<file path="src/rtl/i2cw_pkg.sv">
package i2cw_pkg;
  localparam int BYTE_BITS = 8;
  localparam int REG_W     = 8;
  localparam int WR_W      = 4;
  localparam logic [3:0] SLOT_FIRST = 4'd1;
  localparam logic [3:0] SLOT_LAST  = 4'd8;
  localparam logic [3:0] SLOT_ACK   = 4'd9;

  typedef enum logic [1:0] {PH_IDLE, PH_LOW, PH_HIGH, PH_HOLD} phase_e;
  typedef enum logic [1:0] {RA_DATA = 2'd0, RA_CTRL = 2'd1, RA_STAT = 2'd2} reg_addr_e;

  function automatic logic [3:0] next_slot(input logic [3:0] s);
    return (s == SLOT_ACK) ? SLOT_FIRST : s + 4'd1;
  endfunction

  function automatic logic is_data_slot(input logic [3:0] s);
    return (s >= SLOT_FIRST) && (s <= SLOT_LAST);
  endfunction

  function automatic logic [REG_W-1:0] pack_ctrl(input logic tx, input logic ack,
                                                 input logic wt, input logic ien);
    return {4'b0, ien, wt, ack, tx};
  endfunction

  function automatic logic [REG_W-1:0] pack_status(input logic irqf, input logic done,
                                                   input logic full);
    return {5'b0, full, done, irqf};
  endfunction
endpackage

</file>
<file path="src/rtl/i2cw_half_timer.sv">
module i2cw_half_timer #(
  parameter int HALF_CYC = 4
) (
  input  logic clk,
  input  logic rst_n,
  input  logic run,
  output logic tick
);
  localparam int CW = (HALF_CYC > 1) ? $clog2(HALF_CYC) : 1;
  localparam logic [CW-1:0] LAST = CW'(HALF_CYC - 1);

  logic [CW-1:0] cnt;

  assign tick = run && (cnt == LAST);

  always_ff @(posedge clk or negedge rst_n) begin
    if (!rst_n)              cnt <= '0;
    else if (!run || tick)   cnt <= '0;
    else                     cnt <= cnt + 1'b1;
  end
endmodule

</file>
<file path="src/rtl/i2cw_sampler.sv">
module i2cw_sampler #(
  parameter int W = 8
) (
  input  logic         clk,
  input  logic         rst_n,
  input  logic         shift_en,
  input  logic         bit_in,
  input  logic         load,
  output logic [W-1:0] byte_q
);
  logic [W-1:0] sh;

  always_ff @(posedge clk or negedge rst_n) begin
    if (!rst_n) begin
      sh     <= '0;
      byte_q <= '0;
    end else begin
      if (shift_en) sh <= {sh[W-2:0], bit_in};
      if (load)     byte_q <= sh;
    end
  end
endmodule

</file>
<file path="src/rtl/i2cw_flags.sv">
module i2cw_flags (
  input  logic clk,
  input  logic rst_n,
  input  logic set_wait,
  input  logic set_frame,
  input  logic clr_irq,
  input  logic clr_full,
  output logic irq_f,
  output logic done_f,
  output logic full_f
);
  always_ff @(posedge clk or negedge rst_n) begin
    if (!rst_n) begin
      irq_f  <= 1'b0;
      done_f <= 1'b0;
      full_f <= 1'b0;
    end else begin
      if (set_wait || set_frame) irq_f <= 1'b1;
      else if (clr_irq)          irq_f <= 1'b0;
      if (set_frame)             done_f <= 1'b1;
      else if (clr_irq)          done_f <= 1'b0;
      if (set_frame)             full_f <= 1'b1;
      else if (clr_full)         full_f <= 1'b0;
    end
  end
endmodule

</file>
<file path="src/rtl/i2c_rx_wait.sv">
module i2c_rx_wait
  import i2cw_pkg::*;
#(
  parameter int HALF_CYC = 4
) (
  input  logic             clk,
  input  logic             rst_n,
  input  logic [1:0]       reg_addr,
  input  logic             reg_wr,
  input  logic             reg_rd,
  input  logic [WR_W-1:0]  reg_wdata,
  output logic [REG_W-1:0] reg_rdata,
  output logic             irq,
  output logic             scl_oe,
  output logic             sda_oe,
  input  logic             sda_in
);
  phase_e     st_q;
  logic [3:0] slot_q;
  logic       ack_q;
  logic       tx_mode, ack_val, wait_en, irq_en;
  logic       run, tick;
  logic       in_idle, in_hold;
  logic       ev_start, ev_rise, ev_fall, ev_wait8, ev_frame9, ev_resume;
  logic       wr_ctrl, clr_irq, rd_data;
  logic       irq_f, done_f, full_f;
  logic [BYTE_BITS-1:0] rx_byte;

  // register-side decodes
  assign wr_ctrl = reg_wr && (reg_addr == RA_CTRL);
  assign clr_irq = reg_wr && (reg_addr == RA_STAT) && !reg_wdata[0];
  assign rd_data = reg_rd && (reg_addr == RA_DATA);

  // named bus events
  assign in_idle   = (st_q == PH_IDLE);
  assign in_hold   = (st_q == PH_HOLD);
  assign run       = (st_q == PH_LOW) || (st_q == PH_HIGH);
  assign ev_start  = rd_data && !tx_mode && in_idle;
  assign ev_rise   = (st_q == PH_LOW) && tick;
  assign ev_fall   = (st_q == PH_HIGH) && tick;
  assign ev_wait8  = ev_fall && (slot_q == SLOT_LAST) && wait_en;
  assign ev_frame9 = ev_rise && (slot_q == SLOT_ACK);
  assign ev_resume = in_hold && !irq_f;

  i2cw_half_timer #(.HALF_CYC(HALF_CYC)) u_timer (
    .clk(clk), .rst_n(rst_n), .run(run), .tick(tick)
  );

  i2cw_sampler #(.W(BYTE_BITS)) u_sampler (
    .clk(clk), .rst_n(rst_n),
    .shift_en(ev_rise && is_data_slot(slot_q)),
    .bit_in(sda_in), .load(ev_frame9), .byte_q(rx_byte)
  );

  i2cw_flags u_flags (
    .clk(clk), .rst_n(rst_n),
    .set_wait(ev_wait8), .set_frame(ev_frame9),
    .clr_irq(clr_irq), .clr_full(rd_data),
    .irq_f(irq_f), .done_f(done_f), .full_f(full_f)
  );

  // control register: transmit mode out of reset
  always_ff @(posedge clk or negedge rst_n) begin
    if (!rst_n) begin
      tx_mode <= 1'b1;
      ack_val <= 1'b0;
      wait_en <= 1'b0;
      irq_en  <= 1'b0;
    end else if (wr_ctrl) begin
      tx_mode <= reg_wdata[0];
      ack_val <= reg_wdata[1];
      wait_en <= reg_wdata[2];
      irq_en  <= reg_wdata[3];
    end
  end

  // acknowledge value is frozen for the whole ninth clock
  always_ff @(posedge clk or negedge rst_n) begin
    if (!rst_n)                  ack_q <= 1'b0;
    else if (slot_q != SLOT_ACK) ack_q <= ack_val;
  end

  // SCL phase sequencer
  always_ff @(posedge clk or negedge rst_n) begin
    if (!rst_n) begin
      st_q   <= PH_IDLE;
      slot_q <= '0;
    end else begin
      case (st_q)
        PH_IDLE: if (ev_start) begin
          st_q   <= PH_LOW;
          slot_q <= SLOT_FIRST;
        end
        PH_LOW: if (tick) st_q <= PH_HIGH;
        PH_HIGH: if (ev_fall) begin
          if (ev_wait8) begin
            st_q <= PH_HOLD;
          end else if ((slot_q == SLOT_ACK) && tx_mode) begin
            st_q   <= PH_IDLE;
            slot_q <= '0;
          end else begin
            st_q   <= PH_LOW;
            slot_q <= next_slot(slot_q);
          end
        end
        PH_HOLD: if (ev_resume) begin
          st_q   <= PH_LOW;
          slot_q <= SLOT_ACK;
        end
        default: st_q <= PH_IDLE;
      endcase
    end
  end

  assign scl_oe = (st_q == PH_LOW) || in_hold;
  assign sda_oe = run && (slot_q == SLOT_ACK) && !ack_q;
  assign irq    = irq_f && irq_en;

  always_comb begin
    case (reg_addr)
      RA_DATA: reg_rdata = rx_byte;
      RA_CTRL: reg_rdata = pack_ctrl(tx_mode, ack_val, wait_en, irq_en);
      RA_STAT: reg_rdata = pack_status(irq_f, done_f, full_f);
      default: reg_rdata = '0;
    endcase
  end
endmodule

</file>
<file path="config.mk">
export PLATFORM = sky130hd
export DESIGN_NAME = i2c_rx_wait
export DESIGN_NICKNAME = d
export VERILOG_FILES = /design/src/rtl/i2cw_pkg.sv /design/src/rtl/i2cw_half_timer.sv /design/src/rtl/i2cw_sampler.sv /design/src/rtl/i2cw_flags.sv /design/src/rtl/i2c_rx_wait.sv
export SDC_FILE = /design/constraint.sdc
export NUM_CORES = 1
export LEC_CHECK = 0
export ABC_AREA = 1
export CAP_MARGIN = 20
export CELL_PAD_IN_SITES_DETAIL_PLACEMENT = 1
export CELL_PAD_IN_SITES_GLOBAL_PLACEMENT = 1
export CORE_MARGIN = 2
export CORE_UTILIZATION = 45
export DETAILED_ROUTE_END_ITERATION = 7
export DONT_BUFFER_PORTS = 1
export PLACE_DENSITY = 0.77
export SYNTH_ARGS = -nofsm -noshare
export SYNTH_HDL_FRONTEND = slang
export SYNTH_HIERARCHICAL = 1
export SYNTH_SLANG_ARGS = --single-unit
</file>
<file path="constraint.sdc">
create_clock -name clk -period 1.87 [get_ports clk]
set_input_delay 0.4675 -clock clk [delete_from_list [all_inputs] [get_ports clk]]
set_output_delay 0.4675 -clock clk [all_outputs]
set_load 0.005 [all_outputs]
</file>
Yosys cells after proc, flatten, opt, wreduce, memory -nomap -nowiden
Cells that the tools add are included.
- output and inout port bits: 11
- flip-flop bits (word level): 32
- eq/ne operators: 14
- muxes and demuxes: 21
- $add $sub $neg: 2
- order comparisons: 2
- reductions and logical operators: 36
- operator list (kind ; count):
    2-to-1 mux 4 bit ; 6
    case mux 8 bit (3 select lines) ; 1
    logical AND 1 bit ; 19
    2-to-1 mux 2 bit ; 6
    case mux 4 bit (3 select lines) ; 1
    == test 2 bit (second input constant) ; 4
    == test 4 bit (second input constant) ; 2
    case mux 2 bit (4 select lines) ; 1
    2-to-1 mux 1 bit ; 6
    != test 2 bit (second input constant) ; 3
    nonzero test 2 bit ; 3
    zero test 1 bit ; 5
    AND reduction 5 bit ; 1
    adder 4 x 1 -> 4 bit (second input constant) ; 1
    == test 2 x 1 -> 1 bit (second input constant) ; 2
    greater-or-equal comparator 4 x 1 -> 1 bit (second input constant) ; 1
    less-or-equal comparator 4 bit (second input constant) ; 1
    zero test 2 bit ; 2
    logical OR 1 bit ; 4
    != test 2 x 1 -> 1 bit (second input constant) ; 2
    != test 4 bit (second input constant) ; 1
    AND reduction 4 bit ; 1
    nonzero test 3 bit ; 1
    adder 2 x 1 -> 2 bit (second input constant) ; 1

Longest topological paths before layout
Gate-level depths: netlist (run 1).
- depth in word-level cells: 9
- mapped depth: 12
- gate-level depth less buffers: 12

Modules after synthesis
Netlist (run 1), hierarchy kept.
- by module, submodules not included (module ; cells an instance ; instances ; area an instance (um2)):
    i2c_rx_wait ; 137 ; 1 ; 895.9
    i2cw_sampler ; 68 ; 1 ; 610.6
    i2cw_flags ; 13 ; 1 ; 112.6
    i2cw_half_timer ; 10 ; 1 ; 88.8

Worst setup path before layout (run 1)
No wires, ideal clock.
- path kind: flip-flop to flip-flop
- start point: register st_q[0]
- end point: register u_sampler.byte_q[3]
- arrival time: 1.600 ns
- stages on the path, launching flop included: 11
- slack: 0.154 ns
- library setup time: 0.116 ns
- cell sequence: dfrtp_1 > inv_1 > ha_1 > nand2_1 > inv_1 > nand2_1 > nor3_1 > buf_6 > inv_2 > nand2_1 > nand2_1
- cells in the longest elaborated chain, start to end: 5
- elaborated cells between the ends (all ways): 6
- RTL lines (item ; RTL line ; text):
    start, declared ; i2c_rx_wait.sv:18 ; phase_e st_q;
    start signal, assigned ; i2c_rx_wait.sv:86 ; st_q <= PH_IDLE;
    start signal, assigned ; i2c_rx_wait.sv:91 ; st_q <= PH_LOW;
    start signal, assigned ; i2c_rx_wait.sv:94 ; PH_LOW: if (tick) st_q <= PH_HIGH;
    == test 2 x 1 -> 1 bit / == test 2 bit (equally long branches) ; i2c_rx_wait.sv:37 ; assign run = (st_q == PH_LOW) || (st_q == PH_HIGH);
    logical OR 1 bit * ; i2c_rx_wait.sv:37 ;
    via run ; i2c_rx_wait.sv:22 ; logic run, tick;
    logical AND 1 bit * ; i2cw_half_timer.sv:14 ; assign tick = run && (cnt == LAST);
    via tick ; i2c_rx_wait.sv:22 ;
    logical AND 1 bit * ; i2c_rx_wait.sv:39 ; assign ev_rise = (st_q == PH_LOW) && tick;
    logical AND 1 bit * ; i2c_rx_wait.sv:42 ; assign ev_frame9 = ev_rise && (slot_q == SLOT_ACK);
    via ev_frame9 ; i2c_rx_wait.sv:24 ; logic ev_start, ev_rise, ev_fall, ev_wait8, ev_frame9, ev_resume;
    end signal, assigned ; i2cw_sampler.sv:19 ; if (load) byte_q <= sh;
    end, declared ; i2cw_sampler.sv:9 ; output logic [W-1:0] byte_q
The timed path passes the listed nets; every way through them passes the cells marked *.
A chain may end at the register's enable or synchronous reset.

Worst setup path after layout (run 1)
- start point: register st_q[0]
- end point: output sda_oe
- cells in the longest elaborated chain, start to end: 4
- elaborated cells between the ends (all ways): 5
- RTL lines (item ; RTL line ; text):
    == test 2 x 1 -> 1 bit / == test 2 bit (equally long branches) ; i2c_rx_wait.sv:37 ;
    logical OR 1 bit * ; i2c_rx_wait.sv:37 ;
    via run ; i2c_rx_wait.sv:22 ;
    logical AND 1 bit * (2 in series) ; i2c_rx_wait.sv:116 ; assign sda_oe = run && (slot_q == SLOT_ACK) && !ack_q;
    end, declared ; i2c_rx_wait.sv:15 ; output logic sda_oe,
Marks and branches as above.

==> key figures, run 1 <==
Drt
  • Final wirelength: 4189 um
  • Vias/cell: 4.949
  • Residual DRC: 0
  • Post-DRT Antenna Nets: 0
  • Wire per inst: 14.35 um
  • Via total after detailed routing: 1445
  • Initial drt markers: 50
  • First-pass DRT Iterations: 4

Power
  • Peak supply drop: 513.1 uV
  • P per Cell Area: around 1200 nW/um^2
  • Design Power: 2447 uW
  • Leakage: approximately 0.0011 uW

Timing
  • Final Hold Viols: 0
  • Relative slew slack: 77.49%
  • Top achievable clock speed: 0.5705 GHz
  • RSZ-0062 raised after global routing: false
  • Final setup fails: 0
  • Worst slew pin tran: about 340 ps
  • Setup TNS: 0 ps
  • Crit path time final: 1753 ps
  • Final Max Slew Viols: 0
  • Final cycle utilization of the critical path: 93.73%
  • Clock skew: around 5.6 ps

Place
  • DP HPWL: 3006 um
  • Placed inst area: about 1800 um^2
  • DP Cell Count: 277
  • Input/output buffers: 0
  • Routability cong.: 0.8594

Floorplanning
  • Total core area: 3661 um^2
  • Starting Density: 46.65%
  • Row cnt: 22
  • I/O pin count: 22
  • DIE WIDTH: 65.61 um
  • Die Ht: roughly 66 um
  • Die area: between 4000 and 5000 um^2

Finish
  • Final Non-Filler Cells: slightly below 300
  • N_diodes: 0
  • Fillcell total: ~470
  • Synth-to-Final Area Change: 16.12%
  • Nets: 259
  • Fraction of layout cells with a size suffix above 1: 16.39%
  • Final Cell Area: roughly 2000 um^2

Global routing
  • First-pass GRT wire length: 7079 um
  • Tot GR Track Use: 21.98%
  • Vias in the first global route: 1497
  • Remaining Overflow, GRT: 0
  • Initial antenna violation count: 0
  • Largest net degree at the start of global routing: 32

Yosys
  • Seq/Total Area, Yosys: 46.96%
  • Mean Syn Cell Area: 7.491 um^2
  • Synth Net Count: 244
  • Synthesized area: between 1500 and 2000 um^2
  • Post-synth cell types: 23
  • #FFs+latches synth: 32
  • Top cell type's share of synthesized area: between 40% and 50%
  • Post-Synthesis Cells: around 230
  • Yosys top cell by area: dfrtp_1
  • Async S/R FF share, synth: between 90% and 100%
  • Total of warnings raised by yosys: 6
  • Post-synth EDFFs: 0
  • Top_reg_cell synth: dfrtp_1
  • Synth area leaders: dfrtp_1 (45%), nand2_1 (22%), inv_1 (6.6%), ha_1 (3.7%), nor2_1 (3.3%)

CTS
  • Clock sink total: 32
  • Clk root buf: clkbuf_8
  • Clock transition at path regs: roughly 70 ps
  • TritonCTS Buffers: 5
  • H-tree lvl count: 2
  • CTS tree: done
  • Clock Tree Buf Depth: 2
  • Skew-Pair Late Insertion Delay: 290 ps

Critical path
  • Worst setup EP type: output port
  • Worst Path Arrival: 1290 ps
  • Crit path cell chain: inv_1, ha_4, buf_6, nand2_1, nor2_2
  • Slowest cell delay on critical path: 360 ps
  • Slowest stage cell, crit path: dfrtp_1
  • Crit Path Class: flop to output port
  • CP required: 1400 ps
  • Peak fanout along the critical path: 4
  • Critical path launch point type: flop

Status
  • Run status: finished clean

Run
  • Maxcap violations: 0

Min path
  • Hold Crit Class: input pin to flop
[synth_stat cells, types with 2 or more instances]
| library cell | n |
|---|---|
| nand3_1 | 4 |
| ha_1 | 5 |
| nor2_4 | 2 |
| nor3_1 | 3 |
| dfrtp_1 | 31 |
| inv_1 | 30 |
| nor2_1 | 15 |
| inv_2 | 7 |
| nor2_2 | 3 |
| o21ai_1 | 3 |
| nand2_1 | 98 |
| nand2_2 | 7 |
| buf_6 | 2 |
| o211ai_1 | 3 |
| o21ai_0 | 6 |
| a21oi_1 | 2 |
[repair_timing]
item	in CTS	in global routing
setup endpoints to repair	1	4
hold buffers	2	1
resized for setup	0	3
pin swaps	0	1
buffers inserted	2	2
hold endpoints to repair	31	1
[cells in the final DEF, fill, tap and decap left out]
cell type and n:
nand4_1 1, inv_1 30, nor2_4 2, nand2_1 98
o211ai_1 3, mux2_1 1, o21ai_1 3, buf_4 6
a31oi_1 1, buf_12 1, dlygate4sd3_1 2, o21ai_0 6
buf_6 1, inv_2 7, nor2_1 14, nand3_4 1
bufinv_16 1, dfrtp_1 31, clkbuf_8 7, nand3_2 1
ha_4 1, nand3_1 4, nand2_2 7, nor2_2 4
a22o_1 1, nor3_1 3, a21oi_1 2, dfstp_2 1
ha_1 4
[flip-flops by register name, summed over array words and instances, names as in the netlist]
| name | count |
|---|---|
| u_flags/irq_f | 1 |
| u_sampler/byte_q | 8 |
| wait_en | 1 |
| u_timer/cnt | 2 |
| slot_q | 4 |
| u_flags/done_f | 1 |
| ack_val | 1 |
| ack_q | 1 |
| u_flags/full_f | 1 |
| irq_en | 1 |
| u_sampler/sh | 8 |
| tx_mode | 1 |
| st_q | 2 |
[power breakdown]
| group | internal [uW] | switching, uW |
|---|---|---|
| logic | 309 | 497 |
| clock network | 470 | 270 |
| registers | 803 | 96.3 |
| total | 1580 | 863 |
[cells by family after synthesis]
family	Yosys count	synth area share [%]
AND/OR/NAND/NOR	135	33.85
flip-flops	32	46.96
AO/OA/AOI/OAI	16	5.421
multiplexers	1	0.6593
adder cells (fa/ha/maj)	5	3.663
buffers and inverters	39	9.451
[per-stage QoR]
| stage | setup WS (ps) | util [%] | hold WS (ps) |
|---|---|---|---|
| finish | 117.3 | 54.17 | 300.1 |
| global route | 11.22 | 54.17 | 293.6 |
| CTS | 28.43 | 52.97 | 5.246 |
| detailed placement | 75.96 | 48.29 | 172.6 |
| global placement | 193.1 | 48.29 | 172.7 |
| floorplan | 153.6 | - | 171.9 |
[metal layers]
| metal | vias up | wire length, um | GRT usage, % |
|---|---|---|---|
| met5 | - | 0 | 0 |
| met4 | 0 | 53 | 6.510 |
| met3 | 7 | 138 | 5.993 |
| met2 | 27 | 2118 | 37.50 |
| met1 | 694 | 1878 | 27.15 |
| li1 | 717 | - | - |
[final cells by class]
type / instances / area (um^2) / share of cell area, %
clock inverter: 1 / 30.03 / 1.514
timing repair buffer: 10 / 96.34 / 4.858
tap: 48 / 60.06 / 3.028
inverter: 37 / 138.9 / 7.003
sequential: 32 / 802.0 / 40.44
clock buffer: 7 / 96.34 / 4.858
multi-input combinational: 157 / 759.5 / 38.30
[worst paths after layout]
kind	from	to	slack, ps	cells after the start
worst max-delay path	st_q[0]	sda_oe	120	5
worst min-delay path	sda_in	u_sampler/sh[0]	300	2
worst max register to register	st_q[0]	u_sampler/byte_q[6]	190	10
worst min register to register	u_timer/cnt[0]	u_timer/cnt[0]	440	1
max in group asynchronous	rst_n	slot_q[2]	1080	2
min in group asynchronous	rst_n	tx_mode	580	1
[critical path: cells and delay by family, from the launching register on]
family	cells	cell delay [ps]
flops	1	360
buf+inv	2	200
fa+ha+maj	1	280
simple gates	2	170
No activity file was read; power rests on OpenSTA's default activity.
==> inputs of run 2 (changes only) <==
--- a/config.mk
+++ b/config.mk
@@ -9,7 +9,6 @@
 export CAP_MARGIN = 20
 export CELL_PAD_IN_SITES_DETAIL_PLACEMENT = 1
 export CELL_PAD_IN_SITES_GLOBAL_PLACEMENT = 1
-export CORE_MARGIN = 2
 export CORE_UTILIZATION = 45
 export DETAILED_ROUTE_END_ITERATION = 7
 export DONT_BUFFER_PORTS = 1
==> run 2 against run 1 <==
  * Flip-flop and latch count unchanged
  * Register-to-register slack worse by 40 ps
  * Power down 6.2%
  * Cell count up 0.68%
  * Combinational power up 2.6%
  * Clock-buffer cell count unchanged
  * Global-route usage up 1.2 points
  * Maximum frequency down 1.9%
  * Critical path depth unchanged
  * Critical path type unchanged
  * Largest power group unchanged
==> key figures, run 2 (synthesized netlist as in run 1, its figures left out) <==
Drt
  • Wire per inst: 14.31 um
  • First-pass DRT Iterations: 4
  • Vias/cell: 4.973
  • Post-DRT Antenna Nets: 0
  • Via total after detailed routing: 1462
  • Initial drt markers: 78
  • Final wirelength: approximately 4200 um
  • Residual DRC: 0

Critical path
  • Worst setup EP type: output port
  • Peak fanout along the critical path: 4
  • CP required: 1400 ps
  • Crit. Startpoint: st_q[0]
  • Worst R2R Start: st_q[0]
  • Critical path launch point type: flop
  • R2R depth: 10
  • Worst Path Arrival: 1320 ps
  • Crit Path Class: flop to output port

Global routing
  • Initial antenna violation count: 0
  • Tot GR Track Use: between 20% and 30%
  • Remaining Overflow, GRT: 0
  • Largest net degree at the start of global routing: 32
  • First-pass GRT wire length: around 7100 um
  • Vias in the first global route: 1508

Timing
  • Final cycle utilization of the critical path: 95.58%
  • Crit path time final: 1787 ps
  • Clock skew: 2.828 ps
  • Relative slew slack: 78.81%
  • Worst slew pin tran: 317.8 ps
  • Final Hold Viols: 0
  • Final Max Slew Viols: 0
  • Setup TNS: 0 ps
  • Top achievable clock speed: 0.5595 GHz
  • Final setup fails: 0
  • RSZ-0062 raised after global routing: false

Floorplanning
  • Row cnt: 22
  • Total core area: 3661 um^2
  • Die area: roughly 4000 um^2
  • Die Ht: 63.61 um
  • I/O pin count: 22
  • Starting Density: a little under half
  • DIE WIDTH: 63.61 um

Power
  • Peak supply drop: between 400 and 500 uV
  • P per Cell Area: 1168 nW/um^2
  • Design Power: 2295 uW
  • Leakage: 0.001051 uW

Run
  • Maxcap violations: 0

Place
  • Input/output buffers: 0
  • DP HPWL: 3043 um
  • DP Cell Count: about 280
  • Routability cong.: 0.8214
  • Placed inst area: 1768 um^2

Status
  • Run status: finished clean

Finish
  • Final Non-Filler Cells: 294
  • Multi-input logic area: 759.5 um^2
  • Final Cell Area: 1966 um^2
  • Fraction of layout cells with a size suffix above 1: 16.67%
  • N_diodes: 0
  • Final Core Density: 53.69%
  • Most frequent cells in the layout: nand2_1 (98), dfrtp_1 (31), inv_1 (30)
  • Register area: 802.0 um^2
  • Commonest non-fill, non-tap cell in the layout: nand2_1
  • Registers with the most flip-flops: u_sampler/byte_q: 8 flops, u_sampler/sh: 8 flops, slot_q: 4 flops
  • Synth-to-Final Area Change: 15.09%
  • Fillcell total: 478
  • Nets: 261

Min path
  • Hold Crit Class: input pin to flop
  • Worst min-delay path startpoint: sda_in
  • Hold Crit Depth: 2

CTS
  • H-tree lvl count: 2
  • Clk root buf: clkbuf_8
  • Clock transition at path regs: 70 ps
  • CTS tree: done
  • TritonCTS Buffers: 5
  • Clock sink total: 32
  • Clock Tree Buf Depth: 2
  • Skew-Pair Late Insertion Delay: 290 ps
[run 2: layout make-up]
| class | instances | share of cell area [%] |
|---|---|---|
| multi-input combinational | 157 | 38.64 |
| tap | 48 | 3.055 |
| clock buffer | 7 | 4.392 |
| inverter | 37 | 7.066 |
| timing repair buffer | 12 | 5.665 |
| clock inverter | 1 | 0.3819 |
| sequential | 32 | 40.80 |
[run 2: path summary, 6_finish.rpt]
check,slack [ps],endpoint
worst max-delay path,80,sda_oe
worst min-delay path,300,u_sampler/sh[0]
worst max register to register,150,u_sampler/byte_q[4]
worst min register to register,430,u_timer/cnt[0]
max in group asynchronous,1080,slot_q[0]
min in group asynchronous,570,tx_mode
[run 2: where the power goes]
| part | internal (uW) | switching, uW |
|---|---|---|
| Clock | 299 | 268 |
| Combinational | 322 | 506 |
| Sequential | 803 | 96.3 |
| Total | 1420 | 871 |
[run 2: routing by layer]
metal,global-route usage [%],up-vias,wire length (um)
met1,29.01,713,1882
li1,-,721,-
met5,0,-,0
met2,38.70,22,2130
met4,7.670,0,53
met3,5.797,6,140
[run 2: worst max-delay path, cell delays in order (launching register included)]
cell	delay (ps)
dfrtp_1	360
inv_1	90
ha_4	280
buf_6	110
nand2_1	70
nor2_2	120
[run 2: through the flow]
step           hold WS (ps)  setup WS (ps)
3_5_place_dp          172.7          107.6
4_1_cts               6.072          3.799
5_1_grt               295.6          27.53
6_report              298.3          82.68
3_3_place_gp          172.6          193.9
2_1_floorplan         171.9          153.6
[run 2: repair_timing]
item,4_1_cts,5_1_grt
hold buffers,2,1
gates cloned,0,0
gates resized for setup,0,3
buffers inserted,1,5
pin swaps,0,2
setup endpoints to repair,1,1
endpoints found under the hold margin,31,1
